### src/rtl/pll_lock_pkg.sv
package pll_lock_pkg;

    typedef enum logic [1:0] {
        ST_OFF     = 2'd0,
        ST_COUNT   = 2'd1,
        ST_WAITOSC = 2'd2,
        ST_LOCKED  = 2'd3
    } lk_state_e;

    localparam logic [1:0] SEL_CTRL = 2'd0;
    localparam logic [1:0] SEL_MUL  = 2'd1;
    localparam logic [1:0] SEL_LCNT = 2'd2;
    localparam logic [1:0] SEL_STAT = 2'd3;

endpackage

### src/rtl/pll_lock_regs.sv
module pll_lock_regs
    import pll_lock_pkg::*;
#(
    parameter int MUL_W  = 11,
    parameter int CNT_W  = 6,
    parameter int DATA_W = 16
) (
    input  logic              clk,
    input  logic              rst_n,
    input  logic              wr_en,
    input  logic [1:0]        wr_addr,
    input  logic [DATA_W-1:0] wr_data,
    input  logic [1:0]        rd_addr,
    input  logic              lock,
    output logic [DATA_W-1:0] rd_data,
    output logic              en,
    output logic              irq_en,
    output logic [MUL_W-1:0]  mul,
    output logic              restart,
    output logic              stop,
    output logic [CNT_W-1:0]  load_val
);

    localparam logic [CNT_W-1:0] MIN_CNT = CNT_W'(1);

    typedef struct packed {
        logic             en;
        logic             irq_en;
        logic [MUL_W-1:0] mul;
        logic [CNT_W-1:0] lcnt;
    } regs_s;

    regs_s r_d, r_q;

    always_comb begin
        r_d     = r_q;
        restart = 1'b0;
        stop    = 1'b0;
        if (wr_en) begin
            case (wr_addr)
                SEL_CTRL: begin
                    r_d.en     = wr_data[0];
                    r_d.irq_en = wr_data[1];
                    restart    = wr_data[0] & ~r_q.en;
                    stop       = ~wr_data[0];
                end
                SEL_MUL: begin
                    r_d.mul = wr_data[MUL_W-1:0];
                    restart = r_q.en;
                end
                SEL_LCNT: begin
                    r_d.lcnt = wr_data[CNT_W-1:0];
                    restart  = r_q.en;
                end
                default: ;
            endcase
        end
        load_val = (r_d.lcnt == '0) ? MIN_CNT : r_d.lcnt;
    end

    always_ff @(posedge clk) begin
        if (!rst_n) r_q <= '0;
        else        r_q <= r_d;
    end

    always_comb begin
        rd_data = '0;
        case (rd_addr)
            SEL_CTRL: rd_data[1:0]       = {r_q.irq_en, r_q.en};
            SEL_MUL:  rd_data[MUL_W-1:0] = r_q.mul;
            SEL_LCNT: rd_data[CNT_W-1:0] = r_q.lcnt;
            default:  rd_data[0]         = lock;
        endcase
    end

    assign en     = r_q.en;
    assign irq_en = r_q.irq_en;
    assign mul    = r_q.mul;

    // the value handed to the counter is never zero
    a_r2_nonzero_load: assert property (@(posedge clk) disable iff (!rst_n)
        restart |-> load_val != '0);

    // no sequence starts while the enable bit stays low
    a_r8_no_start_off: assert property (@(posedge clk) disable iff (!rst_n)
        (!en && !(wr_en && wr_addr == SEL_CTRL)) |-> !restart);

endmodule

### src/rtl/pll_lock_counter.sv
module pll_lock_counter #(
    parameter int CNT_W = 6
) (
    input  logic             clk,
    input  logic             rst_n,
    input  logic             load,
    input  logic [CNT_W-1:0] load_val,
    input  logic             run,
    input  logic             tick,
    output logic             expired
);

    logic [CNT_W-1:0] cnt_d, cnt_q;
    logic             step;

    always_comb begin
        step    = run & tick & ~load;
        expired = step & (cnt_q == '0);
        cnt_d   = cnt_q;
        if (load)                      cnt_d = load_val;
        else if (step && cnt_q != '0)  cnt_d = cnt_q - 1'b1;
    end

    always_ff @(posedge clk) begin
        if (!rst_n) cnt_q <= '0;
        else        cnt_q <= cnt_d;
    end

    // a restart loads the programmed count
    a_r1_load: assert property (@(posedge clk) disable iff (!rst_n)
        load |=> cnt_q == $past(load_val));

    // without a load or an accepted tick the count holds
    a_r9_hold: assert property (@(posedge clk) disable iff (!rst_n)
        (!load && !(run && tick)) |=> $stable(cnt_q));

    // one accepted tick removes exactly one from a non-zero count
    a_r1_step: assert property (@(posedge clk) disable iff (!rst_n)
        (step && cnt_q != '0) |=> cnt_q == $past(cnt_q) - 1'b1);

endmodule

### src/rtl/pll_lock_fsm.sv
module pll_lock_fsm
    import pll_lock_pkg::*;
(
    input  logic clk,
    input  logic rst_n,
    input  logic restart,
    input  logic stop,
    input  logic expired,
    input  logic osc_stable,
    input  logic irq_en,
    output logic counting,
    output logic lock,
    output logic lock_irq
);

    typedef struct packed {
        lk_state_e st;
        logic      lock;
        logic      irq;
    } fsm_s;

    fsm_s f_d, f_q;

    always_comb begin
        f_d = f_q;
        if (stop) begin
            f_d.st = ST_OFF;
        end else if (restart) begin
            f_d.st = ST_COUNT;
        end else begin
            case (f_q.st)
                ST_COUNT:   if (expired) f_d.st = osc_stable ? ST_LOCKED : ST_WAITOSC;
                ST_WAITOSC: if (osc_stable) f_d.st = ST_LOCKED;
                default: ;
            endcase
        end
        f_d.lock = (f_d.st == ST_LOCKED);
        f_d.irq  = f_d.lock & ~f_q.lock & irq_en;
    end

    always_ff @(posedge clk) begin
        if (!rst_n) f_q <= '{st: ST_OFF, lock: 1'b0, irq: 1'b0};
        else        f_q <= f_d;
    end

    assign counting = (f_q.st == ST_COUNT);
    assign lock     = f_q.lock;
    assign lock_irq = f_q.irq;

    // the pulse marks a rising LOCK
    a_r3_irq_on_rise: assert property (@(posedge clk) disable iff (!rst_n)
        f_q.irq |-> (f_q.lock && !$past(f_q.lock)));

    // the pulse lasts one cycle
    a_r3_irq_single: assert property (@(posedge clk) disable iff (!rst_n)
        f_q.irq |=> !f_q.irq);

    // a disable drops LOCK
    a_r8_disable_clears: assert property (@(posedge clk) disable iff (!rst_n)
        stop |=> (!f_q.lock && f_q.st == ST_OFF));

    // a restart drops LOCK
    a_r4_restart_clears: assert property (@(posedge clk) disable iff (!rst_n)
        restart |=> !f_q.lock);

    // LOCK only rises after a stable oscillator
    a_r7_osc_first: assert property (@(posedge clk) disable iff (!rst_n)
        $rose(f_q.lock) |-> $past(osc_stable));

endmodule

### src/rtl/pll_lock_seq.sv
module pll_lock_seq
    import pll_lock_pkg::*;
#(
    parameter int MUL_W  = 11,
    parameter int CNT_W  = 6,
    parameter int DATA_W = 16
) (
    input  logic              clk,
    input  logic              rst_n,
    input  logic              slow_tick,
    input  logic              osc_stable,
    input  logic              wr_en,
    input  logic [1:0]        wr_addr,
    input  logic [DATA_W-1:0] wr_data,
    input  logic [1:0]        rd_addr,
    output logic [DATA_W-1:0] rd_data,
    output logic [MUL_W-1:0]  pll_mul,
    output logic              lock,
    output logic              lock_irq,
    output logic              bypass
);

    logic             en, irq_en, restart, stop, counting, expired;
    logic [CNT_W-1:0] load_val;

    pll_lock_regs #(.MUL_W(MUL_W), .CNT_W(CNT_W), .DATA_W(DATA_W)) i_regs (
        .clk      (clk),
        .rst_n    (rst_n),
        .wr_en    (wr_en),
        .wr_addr  (wr_addr),
        .wr_data  (wr_data),
        .rd_addr  (rd_addr),
        .lock     (lock),
        .rd_data  (rd_data),
        .en       (en),
        .irq_en   (irq_en),
        .mul      (pll_mul),
        .restart  (restart),
        .stop     (stop),
        .load_val (load_val)
    );

    pll_lock_counter #(.CNT_W(CNT_W)) i_counter (
        .clk      (clk),
        .rst_n    (rst_n),
        .load     (restart),
        .load_val (load_val),
        .run      (counting),
        .tick     (slow_tick),
        .expired  (expired)
    );

    pll_lock_fsm i_fsm (
        .clk        (clk),
        .rst_n      (rst_n),
        .restart    (restart),
        .stop       (stop),
        .expired    (expired),
        .osc_stable (osc_stable),
        .irq_en     (irq_en),
        .counting   (counting),
        .lock       (lock),
        .lock_irq   (lock_irq)
    );

    assign bypass = ~lock;

    // a disabled PLL is never reported locked
    a_r8_off_unlocked: assert property (@(posedge clk) disable iff (!rst_n)
        !en |-> !lock);

endmodule

### config.mk
export PLATFORM = sky130hd
export DESIGN_NAME = pll_lock_seq
export DESIGN_NICKNAME = d
export VERILOG_FILES = /design/src/rtl/pll_lock_pkg.sv /design/src/rtl/pll_lock_regs.sv /design/src/rtl/pll_lock_counter.sv /design/src/rtl/pll_lock_fsm.sv /design/src/rtl/pll_lock_seq.sv
export SDC_FILE = /design/constraint.sdc
export NUM_CORES = 1
export LEC_CHECK = 0
export BUFFER_PORTS_ARGS = -buffer_cell sky130_fd_sc_hd__buf_4
export CORE_UTILIZATION = 46
export CTS_CLUSTER_DIAMETER = 50
export DETAILED_ROUTE_END_ITERATION = 8
export GPL_ROUTABILITY_DRIVEN = 0
export GPL_TIMING_DRIVEN = 0
export PLACE_DENSITY = 0.76
export SYNTH_ARGS = -nofsm -noshare
export SYNTH_HDL_FRONTEND = slang
export SYNTH_SLANG_ARGS = --single-unit
export TNS_END_PERCENT = 20
### constraint.sdc
create_clock -name clk -period 1.6 [get_ports clk]
set_input_delay 0.32 -clock clk [delete_from_list [all_inputs] [get_ports clk]]
set_output_delay 0.32 -clock clk [all_outputs]
set_load 0.02 [all_outputs]
==> metrics.csv, run 1 <==
stage,metric,value,unit
status,status,"complete, but fails checks",
status,failing checks,setup timing,
floorplanning,core area,3660,sq um
worst_setup_path,Worst EP required,1280,ps
worst_setup_path,"Slowest-stage cell, CP",a222oi_1,
finish,share of cells above drive strength 1,35.2,%
job,maxcap violations,0,
power_and_ir_drop,Pwr Density,707,nW/um^2
worst_setup_path,ordered list of cells on the worst path,"buf_8, inv_4, buf_4, ha_4, a222oi_1, mux2i_1, buf_4",
floorplanning,Die Width,63.6,um
synthesis,Synth warnings,0,
finish,post-layout util,65.0,%
sta,minimum clock period,1730,ps
sta,RSZ-0062 raised after global routing,true,
clock_tree,Longest Clk Path Bufs,2,
clock_tree,clock sink count,29,
sta,max-slew violations,0,
grt,All-Layer GR Usage,21.0,%
worst_setup_path,CP Data Arrival Time,1410,ps
sta,fin crit share,108,%
finish,Area Overhead vs Synth,36.2,%
floorplanning,die area,4050,sq um
grt,vias in the first global route,1486,
sta,Max Clock Freq,579,MHz
clock_tree,TritonCTS Buffers,5,
clock_tree,htree depth,2,
drt,drt pass-1 iters,5,
placed_design,Port Buffers,44,
sta,final setup violation count,2,
drt,DRC violations left,0,
synthesis,Post-synth EDFFs,0,
floorplanning,I/O pins,55,
drt,vias per std cell,5.15,
sta,Hold Fails Final Rpt,0,
grt,grt ovf,0,
grt,largest net degree at the start of global routing,11,
worst_setup_path,crit path kind,input port to output port,
drt,"wirelength, routed",4100,um
floorplanning,# rows,22,
synthesis,Main synth FF type,dfxtp_1,
drt,drt wl/cell,13.1,um
worst_setup_path,critical path's largest stage delay,370,ps
clock_tree,CTS tree,done,
finish,# diodes,0,
grt,initial antenna violation count,0,
synthesis,async set or reset register ratio after synthesis,0,%
power_and_ir_drop,Pleak,1.02,nW
sta,clock skew,3.74,ps
sta,Hold Worst Slack,300,ps
synthesis,post-synthesis cell area,1750,sq um
synthesis,Synth Register Bits,29,
clock_tree,hold buffers post-CTS,0,
drt,via count,1608,
grt,first-pass GRT wire length,6680,um
clock_tree,CTS root buffer,clkbuf_8,
worst_setup_path,CP max FO,3,
clock_tree,Skew-Pair Late Insertion Delay,270,ps
clock_tree,"CTS clk-pin slew, worst paths",60,ps
worst_setup_path,R2R cell count,6,
worst_setup_path,CP Capture Type,output port,
placed_design,DP Worst Slack,-397,ps
placed_design,DP HPWL,3020,um
drt,Detail Route Antenna Nets,0,
finish,"commonest non-fill, non-tap cells in the layout","buf_4 (62), nand2_1 (35), dfxtp_1 (27), a21boi_0 (16), nor2b_1 (8)",
worst_hold_path,worst hold stages,3,
worst_setup_path,Critical Path Source Type,input port,
finish,"most common cell after layout, fill and taps aside",buf_4,
sta,final worst slack,-128,ps
synthesis,Cell variety after synth,42,
worst_hold_path,Hold Crit Class,input port to flip-flop,
synthesis,cell count after synthesis,206,
drt,DR iter-0 viols,46,
synthesis,register area share after synthesis,33.2,%
floorplanning,Starting Density,47.7,%
power_and_ir_drop,Max VDD drop,0.000422,V
worst_setup_path,reg2reg setup slack,-40,ps
floorplanning,Die Y,63.6,um
synthesis,syn_area_per_cell,8.48,sq um
worst_setup_path,most frequent CP cell,buf_4,
finish,final net count,302,
sequential cells by signal (all words and copies together) (netlist names):
signal,count
i_regs.en,1
i_regs.irq_en,1
i_regs.mul,11
i_fsm.f_q,2
i_regs.r_q,6
i_counter.cnt_q,6
i_fsm.lock_irq,1
i_fsm.lock,1
path summary, 6_finish.rpt:
check | startpoint | endpoint
min reg2reg | i_regs.mul[9] | i_regs.mul[9]
min | wr_data[8] | i_regs.mul[8]
max | rd_addr[1] | rd_data[0]
max reg2reg | i_counter.cnt_q[0] | i_fsm.lock_irq
critical path, delay by kind of cell:
kind | cells | cell delay, ps
buf+inv | 4 | 440
compound gates | 1 | 370
fa+ha+maj | 1 | 150
mux | 1 | 130
metal layers:
layer	part of all wire (%)	wire length, um	global-route usage [%]	vias to the layer above
met5	0	0	0	-
met4	1.3	55	5.97	0
met3	5.5	224	3.62	5
met2	48	1970	35.5	51
met1	45	1840	27.1	738
li1	-	-	-	814
synthesized netlist by cell type (all sizes together), types with 2 or more instances:
cell / count / area, sq um
nand4: 2 / 12.5
a21boi: 16 / 120
dfxtp: 29 / 581
inv: 11 / 41.3
a222oi: 2 / 20.0
o311a: 2 / 20.0
nor2b: 9 / 56.3
o21a: 3 / 22.5
ha: 13 / 163
a22oi: 4 / 30.0
nand2b: 2 / 12.5
nor2: 4 / 15.0
a21oi: 5 / 25.0
o2bb2ai: 2 / 17.5
nand3: 7 / 35.0
and2: 7 / 43.8
mux2i: 5 / 50.1
nand2: 35 / 131
clkbuf: 5 / 18.8
nor4: 2 / 12.5
a211o: 2 / 17.5
o21ai: 3 / 15.0
buf: 18 / 130
metrics by stage:
| step | power, W | TNS (ps) | cells | instance area [sq um] |
|---|---|---|---|---|
| after floorplan | 0.000958 | 0 | 210 | 1760 |
| after global routing | 0.00177 | -459 | 312 | 2380 |
| after CTS | 0.00166 | -357 | 312 | 2310 |
| after detailed placement | 0.00106 | -4030 | 302 | 2150 |
| after global placement | 0.00106 | -3540 | 302 | 2150 |
| final | 0.00168 | -171 | 312 | 2380 |
timing repair:
item	in CTS	in global routing
setup endpoints to repair	16	13
pin swaps	2	5
cloned	0	0
buffers inserted	3	1
resized for setup	14	16
power by group:
group          switching, W  internal, W
registers         0.0000233     0.000747
logic              0.000162     0.000158
clock network      0.000253     0.000340
kinds of logic after synthesis:
kind of cell    synth area share [%]
buf+inv                         10.9
flops                           33.2
simple gates                    21.7
xor+xnor                       0.502
mux                             3.51
compound gates                  20.6
other cells                    0.215
fa+ha+maj                       9.31
layout make-up:
type / count / area, sq um
plain buffers: 22 / 145
clock buffers: 7 / 86.3
fillers: 325 / 1280
inverters: 11 / 43.8
multi-input cells: 147 / 1090
flip-flops and latches: 29 / 583
well taps: 48 / 60.1
repair buffers: 48 / 372
Power figures use the tool's default switching activity.
==> run 2, diff against run 1 <==
--- a/config.mk
+++ b/config.mk
@@ -11,7 +11,7 @@
 export DETAILED_ROUTE_END_ITERATION = 8
 export GPL_ROUTABILITY_DRIVEN = 0
 export GPL_TIMING_DRIVEN = 0
-export PLACE_DENSITY = 0.76
+export PLACE_DENSITY = 0.78
 export SYNTH_ARGS = -nofsm -noshare
 export SYNTH_HDL_FRONTEND = slang
 export SYNTH_SLANG_ARGS = --single-unit
==> run 2 against run 1 <==
Effect of this change: the flow still finishes with violations (setup timing); clock-buffer cell count did not move; die area unchanged; core utilization is 0.24 points lower; global-route usage is 0.31 points lower; routed wire length about the same; largest power group unchanged.
==> metrics.csv, run 2 (synthesis gave the netlist of run 1 again) <==
stage,metric,value,unit,change
power_and_ir_drop,Psw,0.000438,W,-0.16%
sta,clock skew,1.48,ps,-2.26 ps
finish,share of cells above drive strength 1,34.8,%,-0.38 points
power_and_ir_drop,switching share of power,26.1,%,about the same
floorplanning,# rows,22,,unchanged
floorplanning,I/O pins,55,,unchanged
finish,post-layout util,64.8,%,-0.24 points
placed_design,DP Worst Slack,-359,ps,+37.7 ps
sta,Max Clock Freq,597,MHz,+3.2%
power_and_ir_drop,Combinational Power Share,18.7,%,-0.3 points
worst_setup_path,Worst EP required,1780,ps,+500 ps
finish,# diodes,0,,unchanged
drt,vias per std cell,5.10,,-1.1%
grt,grt ovf,0,,unchanged
drt,drt pass-1 iters,4,,-1
placed_design,DP Area,2150,sq um,unchanged
drt,DR iter-0 viols,52,,+13%
sta,max-slew violations,0,,unchanged
sta,minimum clock period,1670,ps,-52.9 ps
sta,final worst slack,-74.8,ps,+52.9 ps
worst_setup_path,crit path kind,flip-flop to flip-flop,,
status,failing checks,setup timing,,
finish,Area Overhead vs Synth,35.7,%,
power_and_ir_drop,Pwr Density,709,nW/um^2,+0.18%
sta,final setup violation count,3,,+1
placed_design,placed insts,302,,unchanged
grt,largest net degree at the start of global routing,11,,unchanged
finish,"commonest non-fill, non-tap cells in the layout","buf_4 (62), nand2_1 (35), dfxtp_1 (26), a21boi_0 (16)",,
placed_design,Port Buffers,44,,unchanged
floorplanning,die area,4050,sq um,unchanged
status,status,"complete, but fails checks",,
sta,Hold Fails Final Rpt,0,,unchanged
clock_tree,Longest Clk Path Bufs,2,,unchanged
sta,fin crit share,105,%,-3.3 points
floorplanning,core area,3660,sq um,unchanged
power_and_ir_drop,Pleak,1.02,nW,-0.18%
floorplanning,Die Y,63.6,um,unchanged
grt,All-Layer GR Usage,20.7,%,-0.31 points
clock_tree,CTS tree,done,,
drt,via count,1591,,-1.1%
drt,drt wl/cell,13.1,um,about the same
clock_tree,hold buffers post-CTS,0,,unchanged
sta,Fin Setup TNS,-177,ps,-5.73 ps
floorplanning,Die Width,63.6,um,unchanged
finish,"most common cell after layout, fill and taps aside",buf_4,,
power_and_ir_drop,Cell Int Power,0.00124,W,-0.21%
power_and_ir_drop,Max VDD drop,0.000549,V,+30%
grt,vias in the first global route,1486,,unchanged
finish,"Non-Filler Cell Area, Final",2370,sq um,-0.37%
clock_tree,htree depth,2,,unchanged
clock_tree,Skew-Pair Late Insertion Delay,270,ps,about the same
grt,initial antenna violation count,0,,unchanged
floorplanning,Starting Density,47.7,%,unchanged
drt,DRC violations left,0,,unchanged
worst_setup_path,Critical Path Source Type,flip-flop,,
worst_setup_path,CP Data Arrival Time,1850,ps,+440 ps
drt,Detail Route Antenna Nets,0,,unchanged
power_and_ir_drop,power share of the clock group,35.5,%,+0.2 points
worst_setup_path,CP Capture Type,flip-flop,,
worst_setup_path,CP max FO,5,,+2
clock_tree,TritonCTS Buffers,5,,unchanged
clock_tree,"CTS clk-pin slew, worst paths",60,ps,about the same
power_and_ir_drop,Reg power frac,45.8,%,about the same
sta,RSZ-0062 raised after global routing,true,,
finish,max reg flops,11,,unchanged
clock_tree,clock sink count,29,,unchanged
finish,final net count,302,,unchanged
worst_hold_path,Hold Crit Class,input port to flip-flop,,
grt,first-pass GRT wire length,6570,um,-1.7%
job,maxcap violations,0,,unchanged
placed_design,DP HPWL,3000,um,-0.63%
clock_tree,CTS root buffer,clkbuf_8,,
drt,"wirelength, routed",4090,um,about the same
finish,Finished Layout Cells,312,,unchanged
-- run 2: cell counts in the layout (fill, tap and decap cells not counted) --
Identical to the previous run, type by type.
-- run 2: per-layer routing --
layer | up-vias | part of all wire [%] | track usage, %
met4 | 0 | 0.98 | 6.82
li1 | 809 | - | -
met1 | 732 | 46 | 26.9
met2 | 45 | 48 | 34.0
met3 | 5 | 5.8 | 3.99
met5 | - | 0 | 0
-- run 2: path summary, 6_finish.rpt --
kind	startpoint	endpoint	slack, ps	cells after the start
hold reg to reg	i_regs.mul[6]	i_regs.mul[6]	470	2
setup reg to reg	i_fsm.f_q[2]	i_fsm.lock_irq	-70	6
hold / removal	wr_data[6]	i_regs.mul[6]	300	3
setup / recovery	i_fsm.f_q[2]	i_fsm.lock_irq	-70	6
-- run 2: repair_timing --
action | in CTS | in global routing
setup endpoints to repair | 17 | 12
gates resized for setup | 14 | 14
cloned | 0 | 0
pin swaps | 2 | 3
buffers inserted | 3 | 1
-- run 2: power groups by stage --
stage	Combinational, W	Clock (W)	Sequential [W]
3_5_place_dp	0.000279	0	0.000783
3_3_place_gp	0.000276	0	0.000782
2_1_floorplan	0.000182	0	0.000776
4_1_cts	0.000296	0.000603	0.000768
5_1_grt	0.000343	0.000646	0.000772
6_report	0.000314	0.000597	0.000770
-- run 2: per-stage QoR --
| stage | power [W] | hold slack, ps |
|---|---|---|
| 5_1_grt | 0.00176 | 315 |
| 3_5_place_dp | 0.00106 | 469 |
| 2_1_floorplan | 0.000958 | 450 |
| 3_3_place_gp | 0.00106 | 462 |
| 6_report | 0.00168 | 299 |
| 4_1_cts | 0.00167 | 300 |
-- run 2: cell type report --
class                   count  area [sq um]
well taps                  48          60.1
plain buffers              22           145
repair buffers             48           372
inverters                  11          43.8
clock buffers               7          86.3
fillers                   327          1290
flip-flops and latches     29           584
multi-input cells         147          1080
-- run 2: worst max-delay path, cell delays in order, from the launching register on --
cell       delay (ps)
dfxtp_2           390
inv_1             100
ha_4              290
o21a_1            120
a311oi_1           40
a2111o_1          440
a2111oi_4         200
